[src/rtl/exc_pkg.sv]
package exc_pkg;

  localparam int unsigned CAUSE_W = 4;

  localparam logic [CAUSE_W-1:0] CAUSE_IFETCH  = 4'd0;
  localparam logic [CAUSE_W-1:0] CAUSE_ILLEGAL = 4'd1;
  localparam logic [CAUSE_W-1:0] CAUSE_OVF     = 4'd2;
  localparam logic [CAUSE_W-1:0] CAUSE_DADDR   = 4'd3;
  localparam logic [CAUSE_W-1:0] CAUSE_IRQ     = 4'd8;

  // number of pipeline registers between fetch and commit
  localparam int unsigned NUM_STAGES = 3;

  // fault code contributed while entering stage register idx
  function automatic logic [CAUSE_W-1:0] entry_code(input int idx);
    case (idx)
      0:       entry_code = CAUSE_IFETCH;
      1:       entry_code = CAUSE_ILLEGAL;
      default: entry_code = CAUSE_OVF;
    endcase
  endfunction

endpackage

[src/rtl/exc_pipe_stage.sv]
module exc_pipe_stage
  import exc_pkg::*;
#(
  parameter int unsigned          PCW        = 32,
  parameter logic [CAUSE_W-1:0]   LOCAL_CODE = 4'd0
) (
  input  logic               clk,
  input  logic               rst_n,
  input  logic               flush,
  input  logic               in_valid,
  input  logic [PCW-1:0]     in_pc,
  input  logic               in_exc,
  input  logic [CAUSE_W-1:0] in_code,
  input  logic               local_fault,
  output logic               out_valid,
  output logic [PCW-1:0]     out_pc,
  output logic               out_exc,
  output logic [CAUSE_W-1:0] out_code
);

  logic               valid_d, valid_q;
  logic               exc_d, exc_q;
  logic [CAUSE_W-1:0] code_d, code_q;
  logic [PCW-1:0]     pc_q;
  logic               pc_en;

  // next state: a flushed or empty slot holds no fault; an older fault wins
  always_comb begin
    valid_d = in_valid && !flush;
    exc_d   = 1'b0;
    code_d  = '0;
    if (valid_d) begin
      if (in_exc) begin
        exc_d  = 1'b1;
        code_d = in_code;
      end else if (local_fault) begin
        exc_d  = 1'b1;
        code_d = LOCAL_CODE;
      end
    end
    pc_en = valid_d;
  end

  always_ff @(posedge clk or negedge rst_n) begin
    if (!rst_n) begin
      valid_q <= 1'b0;
      exc_q   <= 1'b0;
      code_q  <= '0;
    end else begin
      valid_q <= valid_d;
      exc_q   <= exc_d;
      code_q  <= code_d;
    end
  end

  // data register: no reset, loaded only when a live instruction enters
  always_ff @(posedge clk) begin
    if (pc_en) begin
      pc_q <= in_pc;
    end
  end

  assign out_valid = valid_q;
  assign out_pc    = pc_q;
  assign out_exc   = exc_q;
  assign out_code  = code_q;

endmodule

[src/rtl/exc_commit_ctrl.sv]
module exc_commit_ctrl
  import exc_pkg::*;
#(
  parameter int unsigned    PCW        = 32,
  parameter logic [PCW-1:0] HANDLER_PC = 32'h0000_0080
) (
  input  logic               m_valid,
  input  logic               m_exc,
  input  logic [CAUSE_W-1:0] m_code,
  input  logic               mem_addr_fault,
  input  logic               mem_eret,
  input  logic               irq_req,
  input  logic               irq_en,
  input  logic [PCW-1:0]     epc,
  output logic               trap,
  output logic [CAUSE_W-1:0] trap_cause,
  output logic               eret_go,
  output logic               redirect_valid,
  output logic [PCW-1:0]     redirect_pc,
  output logic               commit_valid,
  output logic               kill_wb
);

  logic take_irq;
  logic take_exc;

  always_comb begin
    take_irq = m_valid && irq_req && irq_en;
    take_exc = m_valid && (m_exc || mem_addr_fault);
    trap     = take_irq || take_exc;

    // interrupt first, then the oldest carried fault, then the memory fault
    if (take_irq) begin
      trap_cause = CAUSE_IRQ;
    end else if (m_exc) begin
      trap_cause = m_code;
    end else begin
      trap_cause = CAUSE_DADDR;
    end

    eret_go        = m_valid && mem_eret && !trap;
    redirect_valid = trap || eret_go;
    redirect_pc    = trap ? HANDLER_PC : epc;
    commit_valid   = m_valid && !trap;
    kill_wb        = trap;
  end

endmodule

[src/rtl/exc_status_regs.sv]
module exc_status_regs
  import exc_pkg::*;
#(
  parameter int unsigned PCW = 32
) (
  input  logic               clk,
  input  logic               rst_n,
  input  logic               trap,
  input  logic [CAUSE_W-1:0] trap_cause,
  input  logic [PCW-1:0]     trap_pc,
  input  logic               eret_go,
  output logic [PCW-1:0]     epc,
  output logic [CAUSE_W-1:0] cause,
  output logic               irq_en,
  output logic               kernel_mode
);

  logic [PCW-1:0]     epc_d, epc_q;
  logic [CAUSE_W-1:0] cause_d, cause_q;
  logic               ie_d, ie_q;
  logic               km_d, km_q;
  logic               save_en;
  logic               mode_en;

  always_comb begin
    save_en = trap;
    mode_en = trap || eret_go;
    epc_d   = save_en ? trap_pc    : epc_q;
    cause_d = save_en ? trap_cause : cause_q;
    ie_d    = ie_q;
    km_d    = km_q;
    if (mode_en) begin
      ie_d = !trap;
      km_d = trap;
    end
  end

  always_ff @(posedge clk or negedge rst_n) begin
    if (!rst_n) begin
      epc_q   <= '0;
      cause_q <= '0;
      ie_q    <= 1'b0;
      km_q    <= 1'b1;
    end else begin
      epc_q   <= epc_d;
      cause_q <= cause_d;
      ie_q    <= ie_d;
      km_q    <= km_d;
    end
  end

  assign epc         = epc_q;
  assign cause       = cause_q;
  assign irq_en      = ie_q;
  assign kernel_mode = km_q;

endmodule

[src/rtl/exc_commit_unit.sv]
module exc_commit_unit
  import exc_pkg::*;
#(
  parameter int unsigned    PCW        = 32,
  parameter logic [PCW-1:0] HANDLER_PC = 32'h0000_0080
) (
  input  logic           clk,
  input  logic           rst_n,
  input  logic           if_valid,
  input  logic [PCW-1:0] if_pc,
  input  logic           if_addr_fault,
  input  logic           id_illegal,
  input  logic           ex_overflow,
  input  logic           mem_addr_fault,
  input  logic           mem_eret,
  input  logic           irq_req,
  output logic           commit_valid,
  output logic [PCW-1:0] commit_pc,
  output logic           kill_wb,
  output logic           redirect_valid,
  output logic [PCW-1:0] redirect_pc,
  output logic [PCW-1:0] epc,
  output logic [3:0]     cause,
  output logic           irq_en,
  output logic           kernel_mode
);

  // index 0 is the fetch side; index NUM_STAGES is the commit stage
  logic               st_valid [NUM_STAGES+1];
  logic [PCW-1:0]     st_pc    [NUM_STAGES+1];
  logic               st_exc   [NUM_STAGES+1];
  logic [CAUSE_W-1:0] st_code  [NUM_STAGES+1];
  logic               st_fault [NUM_STAGES];

  logic               flush;
  logic               trap;
  logic [CAUSE_W-1:0] trap_cause;
  logic               eret_go;

  assign st_valid[0] = if_valid;
  assign st_pc[0]    = if_pc;
  assign st_exc[0]   = 1'b0;
  assign st_code[0]  = '0;

  // fault raised against the instruction entering each register
  assign st_fault[0] = if_addr_fault;
  assign st_fault[1] = id_illegal;
  assign st_fault[2] = ex_overflow;

  assign flush = redirect_valid;

  for (genvar g = 0; g < NUM_STAGES; g++) begin : g_stage
    exc_pipe_stage #(
      .PCW        (PCW),
      .LOCAL_CODE (entry_code(g))
    ) u_stage (
      .clk         (clk),
      .rst_n       (rst_n),
      .flush       (flush),
      .in_valid    (st_valid[g]),
      .in_pc       (st_pc[g]),
      .in_exc      (st_exc[g]),
      .in_code     (st_code[g]),
      .local_fault (st_fault[g]),
      .out_valid   (st_valid[g+1]),
      .out_pc      (st_pc[g+1]),
      .out_exc     (st_exc[g+1]),
      .out_code    (st_code[g+1])
    );
  end

  exc_commit_ctrl #(
    .PCW        (PCW),
    .HANDLER_PC (HANDLER_PC)
  ) u_ctrl (
    .m_valid        (st_valid[NUM_STAGES]),
    .m_exc          (st_exc[NUM_STAGES]),
    .m_code         (st_code[NUM_STAGES]),
    .mem_addr_fault (mem_addr_fault),
    .mem_eret       (mem_eret),
    .irq_req        (irq_req),
    .irq_en         (irq_en),
    .epc            (epc),
    .trap           (trap),
    .trap_cause     (trap_cause),
    .eret_go        (eret_go),
    .redirect_valid (redirect_valid),
    .redirect_pc    (redirect_pc),
    .commit_valid   (commit_valid),
    .kill_wb        (kill_wb)
  );

  exc_status_regs #(
    .PCW (PCW)
  ) u_status (
    .clk         (clk),
    .rst_n       (rst_n),
    .trap        (trap),
    .trap_cause  (trap_cause),
    .trap_pc     (st_pc[NUM_STAGES]),
    .eret_go     (eret_go),
    .epc         (epc),
    .cause       (cause),
    .irq_en      (irq_en),
    .kernel_mode (kernel_mode)
  );

  assign commit_pc = st_pc[NUM_STAGES];

endmodule

[config.mk]
export PLATFORM = sky130hd
export DESIGN_NAME = exc_commit_unit
export DESIGN_NICKNAME = d
export VERILOG_FILES = /design/src/rtl/exc_pkg.sv /design/src/rtl/exc_pipe_stage.sv /design/src/rtl/exc_commit_ctrl.sv /design/src/rtl/exc_status_regs.sv /design/src/rtl/exc_commit_unit.sv
export SDC_FILE = /design/constraint.sdc
export NUM_CORES = 1
export LEC_CHECK = 0
export BUFFER_PORTS_ARGS = -buffer_cell sky130_fd_sc_hd__buf_2
export CORE_AREA = 5 5 87 129
export CTS_CLUSTER_DIAMETER = 50
export CTS_CLUSTER_SIZE = 12
export DETAILED_ROUTE_END_ITERATION = 8
export DIE_AREA = 0 0 92 134
export PLACE_DENSITY = 0.88
export SKIP_CTS_REPAIR_TIMING = 1
export SLEW_MARGIN = 10
export SYNTH_ARGS = -nofsm -noshare
export SYNTH_HDL_FRONTEND = slang
export SYNTH_SLANG_ARGS = --single-unit
[constraint.sdc]
create_clock -name clk -period 2.7 [get_ports clk]
set_input_delay 0.54 -clock clk [delete_from_list [all_inputs] [get_ports clk]]
set_output_delay 0.54 -clock clk [all_outputs]
set_load 0.05 [all_outputs]
; Word level (Yosys, flattened, before mapping)
; Index checks and enable logic that the tools add are counted.
[classes]
n_mul = 0
shifts = 0
muxes = 17
n_addsub = 0
div = 0
bitwise_logic = 0
n_eq_ne = 0
n_lt_le_gt_ge = 0
reduce_logical = 14
[op_table]
columns = cell, n
row1 = $mux W32, 1
row2 = $mux W4, 6
row3 = $logic_and A1 B1 Y1, 9
row4 = $mux W1, 9
row5 = $logic_or A1 B1 Y1, 3
row6 = $logic_not A1 Y1, 2
row7 = $mux W2, 1
[totals]
latch_bits = 0
register_bits = 148
n_memories = 0
wordCells = 46
mem_bits_ro = 0
output_inout_bits = 105
mem_bits_rw = 0

; Logic depth before layout (Yosys ltp)
; Gate-level depths: netlist (run 1).
[depth]
word_depth = 9
mapped_depth = 5
ltp_nobuf = 4

; Hierarchy
; From an unflattened synthesis (run 1), not the netlist that was laid out.
[unflattened]
cells_unflattened = 273
area_unflattened_um2 = 5415.2
[modules_own_cells]
columns = module, seq_area_each_um2, cells_per_inst, area_per_inst_um2, n_inst
row1 = exc_pipe_stage at g_stage[1].u_stage ..., 1111.1, 45, 1171.1, 2
row2 = exc_status_regs, 952.2, 82, 1482.7, 1
row3 = exc_pipe_stage at g_stage[0].u_stage, 1111.1, 44, 1157.4, 1
row4 = exc_commit_ctrl, 0.0, 56, 429.2, 1
row5 = exc_commit_unit, 0.0, 1, 3.8, 1

; Least setup slack after synthesis (run 1)
; OpenSTA, ideal clock, no wires.
[synth_timing]
path_kind = reg-to-reg
start = register u_status.ie_q, in the netlist u_status.irq_en
end = register g_stage[1].u_stage.pc_q[0] (enable)
slack_ps = 260
setup_time_ps = 393
path_stages_with_launch = 4
n_path_buf = 0
t_arrival_ps = 2047
cell_sequence = dfrtp_1 a211o_1 o21ai_2 and2_1
[synth_via]
elab_chain_len = 7
[synth_rtl]
columns = item, line_no
row1 = start: declaration, exc_status_regs.sv:20  ; logic ie_d, ie_q;
row2 = start signal: assignment, exc_status_regs.sv:47  ; ie_q <= ie_d;
row3 = $logic_and A1 B1 Y1 *, exc_commit_ctrl.sv:28  ; take_irq = m_valid && irq_req && irq_en;
row4 = $logic_or A1 B1 Y1 *, exc_commit_ctrl.sv:30  ; trap = take_irq || take_exc;
row5 = $logic_not A1 Y1, exc_commit_ctrl.sv:41  ; eret_go = m_valid && mem_eret && !trap;
row6 = $logic_and A1 B1 Y1, exc_commit_ctrl.sv:41
row7 = $logic_or A1 B1 Y1 *, exc_commit_ctrl.sv:42  ; redirect_valid = trap || eret_go;
row8 = $logic_not A1 Y1 *, exc_pipe_stage.sv:29  ; valid_d = in_valid && !flush;
row9 = $logic_and A1 B1 Y1 *, exc_pipe_stage.sv:29
row10 = named net g_stage[1].u_stage.pc_en, exc_pipe_stage.sv:25  ; logic pc_en;
row11 = end signal: assignment, exc_pipe_stage.sv:59  ; pc_q <= in_pc;
row12 = end: declaration, exc_pipe_stage.sv:24  ; logic [PCW-1:0] pc_q;
; Mark *: on every way through the listed nets, which the timed path passes. The rest lies on a longest branch.
; A chain may end at the register's enable or synchronous reset.

; Worst setup path in the final report (run 1)
[layout_timing]
start = register u_status.ie_q, in the netlist u_status.irq_en
end = output redirect_pc[13]
[layout_via]
elab_chain_len = 3
[layout_rtl]
columns = item, line_no
row1 = $logic_and A1 B1 Y1, exc_commit_ctrl.sv:28
row2 = $logic_or A1 B1 Y1, exc_commit_ctrl.sv:30
row3 = $mux W32, exc_commit_ctrl.sv:43  ; redirect_pc = trap ? HANDLER_PC : epc;
row4 = end: declaration, exc_commit_unit.sv:21  ; output logic [PCW-1:0] redirect_pc,
; No other way between the ends.

==> results.sh, run 1 <==
export IMPL_dieWidth_um=92
export IMPL_status="finished, final reports clean"
export IMPL_setup_viol=0
export IMPL_hold_viol_final=0
export IMPL_period_needed_ns=2.47
export IMPL_slew_limit_headroom_pct=63.8
export IMPL_port_buffers=144
export IMPL_synth_main_ff_cell="edfxtp_1"
export IMPL_post_drt_wl_per_cell_um=17.4
export IMPL_synth_top_area_share_pct=58.0
export IMPL_synthArstFlopShare_pct=32.4
export IMPL_worstPathRequired_ns=2.16
export IMPL_cts_made_buffers=17
export IMPL_dpl_hpwl_mm=6.69
export IMPL_grt_pass1_vias=2677
export IMPL_grt_usage_pct=16.1
export IMPL_yosysWarningCount=0
export IMPL_ys_ff_latch=142
export IMPL_crit_path_max_incr_delay_ns=0.41
export IMPL_period_share_pct=91.4
export IMPL_first_pass_iters=4
export IMPL_startpoint_type="register"
export IMPL_crit_chain="a211o_1 > nand2_4 > and2_1 > buf_2"
export IMPL_cts_htree_levels=4
export IMPL_drive_gt1_share_pct=53.2
export IMPL_antenna_found_initial=0
export IMPL_avgSynthCellArea_um2=20.6
export IMPL_tns_ns=0
export IMPL_grt_pass1_wl_mm=14.7
export IMPL_vias=2591
export IMPL_hold_class="in2async"
export IMPL_cts_buffer_depth=2
export IMPL_synth_edf_count=96
export IMPL_ioPinCount=146
export IMPL_arrival_ns=1.93
export IMPL_root_buffer="clkbuf_16"
export IMPL_synth_area_leader_cell="edfxtp_1"
export IMPL_rsz0062_at_grt="false"
export IMPL_core_area_um2=10000
export IMPL_cts_sinks=142
export IMPL_drcViolationCount=0
export IMPL_synth_nets=282
export IMPL_syn_inst=241
export IMPL_ant_nets=0
export IMPL_crit_path_end_kind="output port"
export IMPL_fin_nets=447
export IMPL_netlist_top_cells_count="edfxtp_1, dfrtp_1, and2_1"
export IMPL_fmax_ghz=0.405
export IMPL_ys_types=27
export IMPL_finalClockSkew_ns=0.00815
export IMPL_routed_wl_mm=9.32
export IMPL_drv_cap=0
export IMPL_grt_ovfl_total=0
export IMPL_die_h_um=134
export IMPL_grt_max_degree=36
export IMPL_clk_pin_slew_ns=0.06
export IMPL_cts_tree="yes"
export IMPL_die_area_um2=12300
export IMPL_tightest_slew_ns=0.543
export IMPL_n_antenna_cell=0
export IMPL_drt_iter0_drc=141
export IMPL_synth_area_leaders="edfxtp_1, dfrtp_1, mux2_4"
export IMPL_clock_latency_ns=0.41
export IMPL_slew_viol_final=0
export IMPL_synth_most_common_cell="edfxtp_1"
export IMPL_crit_slowest_cell="dfrtp_1"
export IMPL_rows=45
export IMPL_place_congestion=0.776
export IMPL_ys_seq_area_share_pct=81.1
export IMPL_netlist_area_um2=4970
export IMPL_viasPerCell=4.83
export IMPL_syn2layout_area_growth_pct=28.5
export IMPL_initial_core_util_pct=49.6
export IMPL_cp_max_fo=35
export IMPL_critical_path_class="reg2out"
worst max-delay path, delay by kind of cell (launching register included):
kind / cells / cell delay (ns)
simple gates: 2 / 0.49
buf+inv: 1 / 0.27
flops: 1 / 0.41
compound gates: 1 / 0.33
layout make-up:
| cell class | count | area [um2] |
|---|---|---|
| clock buffer | 17 | 425 |
| fill | 743 | 3630 |
| inverter | 3 | 16.3 |
| timing repair buffer | 153 | 788 |
| tap | 117 | 146 |
| sequential | 142 | 4040 |
| multi-input combinational | 89 | 843 |
| clock inverter | 15 | 135 |
final timing paths:
path / start / endpoint / slack [ns] / cells past startpoint
max: u_status.irq_en / redirect_pc[13] / 0.23 / 4
min: rst_n / u_status.cause[3] / 0.11 / 1
max reg2reg: u_status.irq_en / g_stage[2].u_stage.out_pc[22] / 0.74 / 4
min reg2reg: g_stage[1].u_stage.out_pc[30] / g_stage[2].u_stage.out_pc[30] / 0.42 / 0
max in group asynchronous: rst_n / u_status.epc[24] / 1.87 / 2
min in group clk: if_pc[25] / g_stage[0].u_stage.out_pc[25] / 0.30 / 1
cell usage in the layout, fill, tap and decap left out, types with 2 or more instances in the layout:
master     count
inv_6         11
buf_2        144
dfrtp_1       45
o221a_2        2
clkinv_4       2
and2_1        35
buf_4          9
nand2_1        4
inv_8          2
edfxtp_1      96
clkbuf_16     17
inv_1          2
o211a_1        2
mux2_4        28
mux2_2         4
and4b_1        2
layer usage:
metal	global-route usage, %	wire (um)
met1	17.4	3430
met2	28.4	5190
met3	5.16	545
met4	7.44	153
met5	0	0
cell families (layout without fill, tap and decap cells):
logic type             count (synthesis)  after routing  share of synthesized area (%)
other                                  1              1                         0.0754
AOI/OAI and AO/OA                      9              9                           1.56
muxes                                 32             32                           9.36
buffers and inverters                 10            188                           1.91
DFF                                  142            142                           81.1
and+or+nand+nor                       47             47                           5.96
stage by stage:
step	cells	area [um2]	utilization [%]	setup slack (ns)	hold slack, ns
floorplan	241	4970	-	0.260	0.244
global placement	504	5830	58.2	0.409	0.401
detailed placement	504	5830	58.2	0.366	0.405
CTS	536	6390	63.8	0.199	0.116
global route	536	6390	63.8	0.124	0.156
finish	536	6390	63.8	0.232	0.112
sequential cells by signal, indices dropped and copies added, names as in the netlist:
name / flops
g_stage.u_stage.out_exc: 3
u_status.epc: 32
g_stage.u_stage.out_valid: 3
g_stage.u_stage.out_pc: 96
g_stage.u_stage.out_code: 3
u_status.cause: 3
u_status.irq_en: 1
u_status.kernel_mode: 1
Power of run 1 is not shown: default switching activity piles up to over one toggle a cycle in this logic, so the estimate is an artifact.
==> run 2, diff against run 1 <==
--- a/config.mk
+++ b/config.mk
@@ -6,12 +6,13 @@
 export NUM_CORES = 1
 export LEC_CHECK = 0
 export BUFFER_PORTS_ARGS = -buffer_cell sky130_fd_sc_hd__buf_2
-export CORE_AREA = 5 5 87 129
+export CORE_AREA = 5 5 84 125
 export CTS_CLUSTER_DIAMETER = 50
 export CTS_CLUSTER_SIZE = 12
 export DETAILED_ROUTE_END_ITERATION = 8
-export DIE_AREA = 0 0 92 134
-export PLACE_DENSITY = 0.88
+export DIE_AREA = 0 0 89 130
+export GPL_ROUTABILITY_DRIVEN = 0
+export PLACE_DENSITY = 0.93
 export SKIP_CTS_REPAIR_TIMING = 1
 export SLEW_MARGIN = 10
 export SYNTH_ARGS = -nofsm -noshare
==> constraint.sdc (replaced) <==
create_clock -name clk -period 3.05 [get_ports clk]
set_input_delay 0.61 -clock clk [delete_from_list [all_inputs] [get_ports clk]]
set_output_delay 0.61 -clock clk [all_outputs]
set_load 0.05 [all_outputs]
==> run 2 against run 1 <==
  * First-iteration DRC count rose by 8.5%
  * Via count fell by 1.7%
  * Critical path depth did not move
  * Routed wire length fell by 1.3%
  * Critical path type unchanged
  * Final cell count fell by 1.7%
  * Largest cell class unchanged
  * Setup slack improved by 0.28 ns
==> results.sh, run 2 (same netlist as run 1, synthesis figures left out) <==
export IMPL_status="finished, final reports clean"
export IMPL_hold_class="in2reg"
export IMPL_rsz0062_at_grt="false"
export IMPL_root_buffer="clkbuf_16"
export IMPL_finalClockSkew_ns=0.00633
export IMPL_cts_made_buffers=17
export IMPL_worstPathRequired_ns=2.44
export IMPL_antenna_found_initial=0
export IMPL_drt_iter0_drc=153
export IMPL_largest_reg_flops=96
export IMPL_crit_chain="a211o_1 > nand2_4 > and2_1 > buf_2"
export IMPL_clk_pin_slew_ns=0.06
export IMPL_viasPerCell=4.83
export IMPL_vias=2546
export IMPL_fin_nets=443
export IMPL_cts_sinks=142
export IMPL_arrival_ns=1.93
export IMPL_drv_cap=0
export IMPL_rows=43
export IMPL_crit_family="simple AND/OR/NAND/NOR gates"
export IMPL_crit_slowest_cell="dfrtp_1"
export IMPL_hold_viol_final=0
export IMPL_setup_viol=0
export IMPL_ant_nets=0
export IMPL_drcViolationCount=0
export IMPL_die_h_um=130
export IMPL_nFillCells=582
export IMPL_cts_tree="yes"
export IMPL_multi_input_area_um2=843
export IMPL_dpl_hpwl_mm=6.39
export IMPL_tightest_slew_ns=1.03
export IMPL_clock_latency_ns=0.41
export IMPL_drive_gt1_share_pct=52.0
export IMPL_port_buffers=144
export IMPL_post_drt_wl_per_cell_um=17.5
export IMPL_grt_max_degree=47
export IMPL_startpoint_type="register"
export IMPL_core_area_um2=9200
export IMPL_critical_path_class="reg2out"
export IMPL_cp_max_fo=35
export IMPL_grt_usage_pct=17.0
export IMPL_dieWidth_um=89
export IMPL_n_antenna_cell=0
export IMPL_regArea_um2=4040
export IMPL_final_common_cell="buf_2"
export IMPL_slew_viol_final=0
export IMPL_die_area_um2=11600
export IMPL_cts_buffer_depth=2
export IMPL_r2r_start="u_status.irq_en"
export IMPL_initial_core_util_pct=54.1
export IMPL_hp_start="if_pc[18]"
export IMPL_grt_pass1_wl_mm=14.2
export IMPL_cts_htree_levels=4
export IMPL_grt_ovfl_total=0
export IMPL_crit_buf_inv=1
export IMPL_syn2layout_area_growth_pct=28.0
export IMPL_first_pass_iters=4
export IMPL_ioPinCount=146
export IMPL_grt_pass1_vias=2639
export IMPL_critPathLaunch="u_status.irq_en"
export IMPL_final_cell_mix="buf_2, edfxtp_1, dfrtp_1, and2_1, mux2_4"
export IMPL_period_share_pct=83.3
export IMPL_crit_path_max_incr_delay_ns=0.42
export IMPL_slew_limit_headroom_pct=31.3
export IMPL_routed_wl_mm=9.20
export IMPL_period_needed_ns=2.54
export IMPL_crit_path_end_kind="output port"
export IMPL_tns_ns=0
export IMPL_fmax_ghz=0.394
run 2: changes by cell type in the layout (fill, tap and decap cells not counted), moves of 2 or more:
| cell | change |
|---|---|
| bufinv_16 | +2 |
| inv_6 | -9 |
| clkbuf_1 | +2 |
| clkinv_2 | +3 |
| buf_4 | -4 |
run 2: final timing paths:
check / end / slack (ns) / cells past startpoint
max reg2reg: u_status.epc[7] / 1.01 / 5
min in group asynchronous: u_status.epc[1] / 0.38 / 1
max: redirect_pc[19] / 0.51 / 4
min: g_stage[0].u_stage.out_pc[18] / 0.37 / 1
max in group asynchronous: u_status.epc[11] / 2.02 / 1
min reg2reg: g_stage[2].u_stage.out_pc[24] / 0.41 / 0
run 2: final cells by class:
class                   count  share of cell area [%]
flip-flops and latches    142                    63.4
multi-input cells          89                    13.2
repair buffers            149                    11.9
clock buffers              19                    6.80
clock inverters            13                    2.20
well taps                 112                    2.20
inverters                   3                   0.256
run 2: metrics by stage:
step	cells	worst slack [ns]	hold WS (ns)	area, um2	util, %
final	527	0.511	0.375	6370	69.2
after global routing	527	0.374	0.354	6370	69.2
after CTS	527	0.491	0.360	6370	69.2
after detailed placement	495	0.614	0.405	5790	63.0
after global placement	495	0.660	0.401	5790	63.0
after floorplan	241	0.610	0.314	4970	-
run 2: routing by layer:
metal	part of all wire [%]	vias up	track usage [%]	wire, um
met5	0	-	0	0
met4	3.2	0	9.82	297
met3	6.2	28	4.67	571
met2	53	104	28.2	4890
met1	37	1204	19.6	3440
li1	-	1210	-	-
Power of run 2 is left out for the same reason.
==> run 3, diff against run 2 <==
--- a/config.mk
+++ b/config.mk
@@ -5,14 +5,15 @@
 export SDC_FILE = /design/constraint.sdc
 export NUM_CORES = 1
 export LEC_CHECK = 0
+export ABC_AREA = 1
 export BUFFER_PORTS_ARGS = -buffer_cell sky130_fd_sc_hd__buf_2
-export CORE_AREA = 5 5 84 125
+export CORE_AREA = 5 5 90 134
 export CTS_CLUSTER_DIAMETER = 50
 export CTS_CLUSTER_SIZE = 12
 export DETAILED_ROUTE_END_ITERATION = 8
-export DIE_AREA = 0 0 89 130
+export DIE_AREA = 0 0 95 139
 export GPL_ROUTABILITY_DRIVEN = 0
-export PLACE_DENSITY = 0.93
+export PLACE_DENSITY = 0.84
 export SKIP_CTS_REPAIR_TIMING = 1
 export SLEW_MARGIN = 10
 export SYNTH_ARGS = -nofsm -noshare
==> constraint.sdc (replaced) <==
create_clock -name clk -period 2.1 [get_ports clk]
set_input_delay 0.42 -clock clk [delete_from_list [all_inputs] [get_ports clk]]
set_output_delay 0.42 -clock clk [all_outputs]
set_load 0.05 [all_outputs]
==> run 3 against run 2 <==
  * Worst hold slack got worse by 0.19 ns
  * Setup slack got worse by 0.45 ns
  * Die area rose by 14%
  * Non-clock buffer count rose by 11
  * Sequential share of layout area fell by 2.9 points
  * Register-to-register slack got worse by 0.59 ns
  * Area after synthesis fell by 2.7%
  * Utilization fell by 7.5 points
  * Via count rose by 14%
  * First-iteration DRC count rose by 1.3%
  * Synthesized cell count rose by 36%
==> results.sh, run 3 <==
export IMPL_vias=2894
export IMPL_drive_gt1_share_pct=43.5
export IMPL_fmax_ghz=0.490
export IMPL_grt_ovfl_total=0
export IMPL_worstPathRequired_ns=1.68
export IMPL_ant_nets=0
export IMPL_final_cell_area_um2=6680
export IMPL_whs_ns=0.189
export IMPL_synth_area_leader_cell="edfxtp_1"
export IMPL_cts_made_buffers=17
export IMPL_ys_types=17
export IMPL_dpl_hpwl_mm=6.98
export IMPL_clock_latency_ns=0.40
export IMPL_period_needed_ns=2.04
export IMPL_die_area_um2=13200
export IMPL_viasPerCell=4.43
export IMPL_netlist_area_um2=4840
export IMPL_setup_viol=0
export IMPL_tns_ns=0
export IMPL_synth_nets=368
export IMPL_synth_edf_count=96
export IMPL_synthArstFlopShare_pct=32.4
export IMPL_cts_sinks=142
export IMPL_wl_met1_mm=3.65
export IMPL_yosysWarningCount=0
export IMPL_status="finished, final reports clean"
export IMPL_syn_inst=327
export IMPL_die_h_um=139
export IMPL_routed_wl_mm=9.76
export IMPL_ys_ff_latch=142
export IMPL_largest_reg_flops=96
export IMPL_fin_util_pct=61.7
export IMPL_syn2layout_area_growth_pct=38.0
export IMPL_first_pass_iters=4
export IMPL_core_area_um2=10800
export IMPL_cp_max_fo=23
export IMPL_port_buffers=144
export IMPL_synth_main_ff_cell="edfxtp_1"
export IMPL_wl_met2_mm=5.13
export IMPL_ioPinCount=146
export IMPL_cts_tree="yes"
export IMPL_cts_htree_levels=4
export IMPL_synth_most_common_cell="edfxtp_1"
export IMPL_root_buffer="clkbuf_16"
export IMPL_initial_core_util_pct=44.7
export IMPL_drv_cap=0
export IMPL_critical_path_class="reg2out"
export IMPL_dieWidth_um=95
export IMPL_n_antenna_cell=0
export IMPL_crit_path_end_kind="output port"
export IMPL_finalClockSkew_ns=0.00572
export IMPL_met3_length_um=573
export IMPL_final_cell_mix="buf_2, edfxtp_1, dfrtp_1, nand2_1, inv_1"
export IMPL_highest_layer="met4"
export IMPL_place_area_um2=5860
export IMPL_grt_usage_pct=15.0
export IMPL_rows=47
export IMPL_hold_viol_final=0
export IMPL_synth_area_leaders="edfxtp_1, dfrtp_1, nand2_1"
export IMPL_avgSynthCellArea_um2=14.8
export IMPL_drcViolationCount=0
export IMPL_ys_seq_area_share_pct=83.4
export IMPL_grt_pass1_vias=2931
export IMPL_netlist_top_cells_count="edfxtp_1, dfrtp_1, nand2_1"
export IMPL_grt_pass1_wl_mm=14.7
export IMPL_slew_viol_final=0
export IMPL_drt_iter0_drc=155
export IMPL_post_drt_wl_per_cell_um=15.0
export IMPL_grt_max_degree=46
export IMPL_final_common_cell="buf_2"
export IMPL_fin_nets=534
export IMPL_period_share_pct=97.1
export IMPL_cts_buffer_depth=2
export IMPL_arrival_ns=1.62
export IMPL_nFillCells=839
export IMPL_hold_class="in2reg"
export IMPL_synth_top_area_share_pct=59.6
export IMPL_clk_pin_slew_ns=0.06
export IMPL_startpoint_type="register"
export IMPL_antenna_found_initial=0
==> run 3: final timing paths <==
check | from | to | slack (ns) | cells past startpoint
worst max-delay path | g_stage[2].u_stage.out_exc | redirect_pc[20] | 0.06 | 5
worst min-delay path | if_pc[21] | g_stage[0].u_stage.out_pc[21] | 0.19 | 1
min in group asynchronous | rst_n | u_status.irq_en | 0.50 | 2
worst min register to register | g_stage[0].u_stage.out_pc[3] | g_stage[1].u_stage.out_pc[3] | 0.42 | 0
max in group asynchronous | rst_n | u_status.epc[31] | 0.98 | 3
worst max register to register | u_status.irq_en | g_stage[2].u_stage.out_pc[18] | 0.42 | 5
==> run 3: cells by family (layout without fill, tap and decap cells) <==
family                 count (synthesis)  count (layout)  synth area share [%]
flip-flops                           142             142                  83.4
AND/OR/NAND/NOR                       96              96                  7.99
buffers and inverters                 54             233                  4.99
other                                  1               1                0.0775
AO/OA/AOI/OAI                         34              34                  3.52
==> run 3: final cells by class <==
cell class / instances / area [um2] / area share, %
Clock inverter: 14 / 215 / 3.22
Timing Repair Buffer: 160 / 1020 / 15.3
Tap cell: 147 / 184 / 2.75
Multi-Input combinational cell: 131 / 632 / 9.46
Clock buffer: 18 / 429 / 6.43
Inverter: 41 / 158 / 2.36
Sequential cell: 142 / 4040 / 60.4
==> run 3: routing by layer <==
metal,up-vias,track usage [%]
met2,117,24.2
met4,0,10.2
met3,34,3.91
met1,1323,17.1
met5,-,0
li1,1420,-
==> run 3: through the flow <==
step	std cells	setup WS [ns]
finish	653	0.0605
global route	653	-0.0116
CTS	649	-0.130
detailed placement	617	0.193
global placement	617	0.230
floorplan	327	-0.136
==> run 3: worst max-delay path: stages, from the launching register on <==
cell     delay (ns)
dfrtp_1        0.38
o21ai_2        0.18
nand2_4        0.12
buf_12         0.18
nor2_1         0.12
buf_4          0.22
Power of run 3 is left out for the same reason.
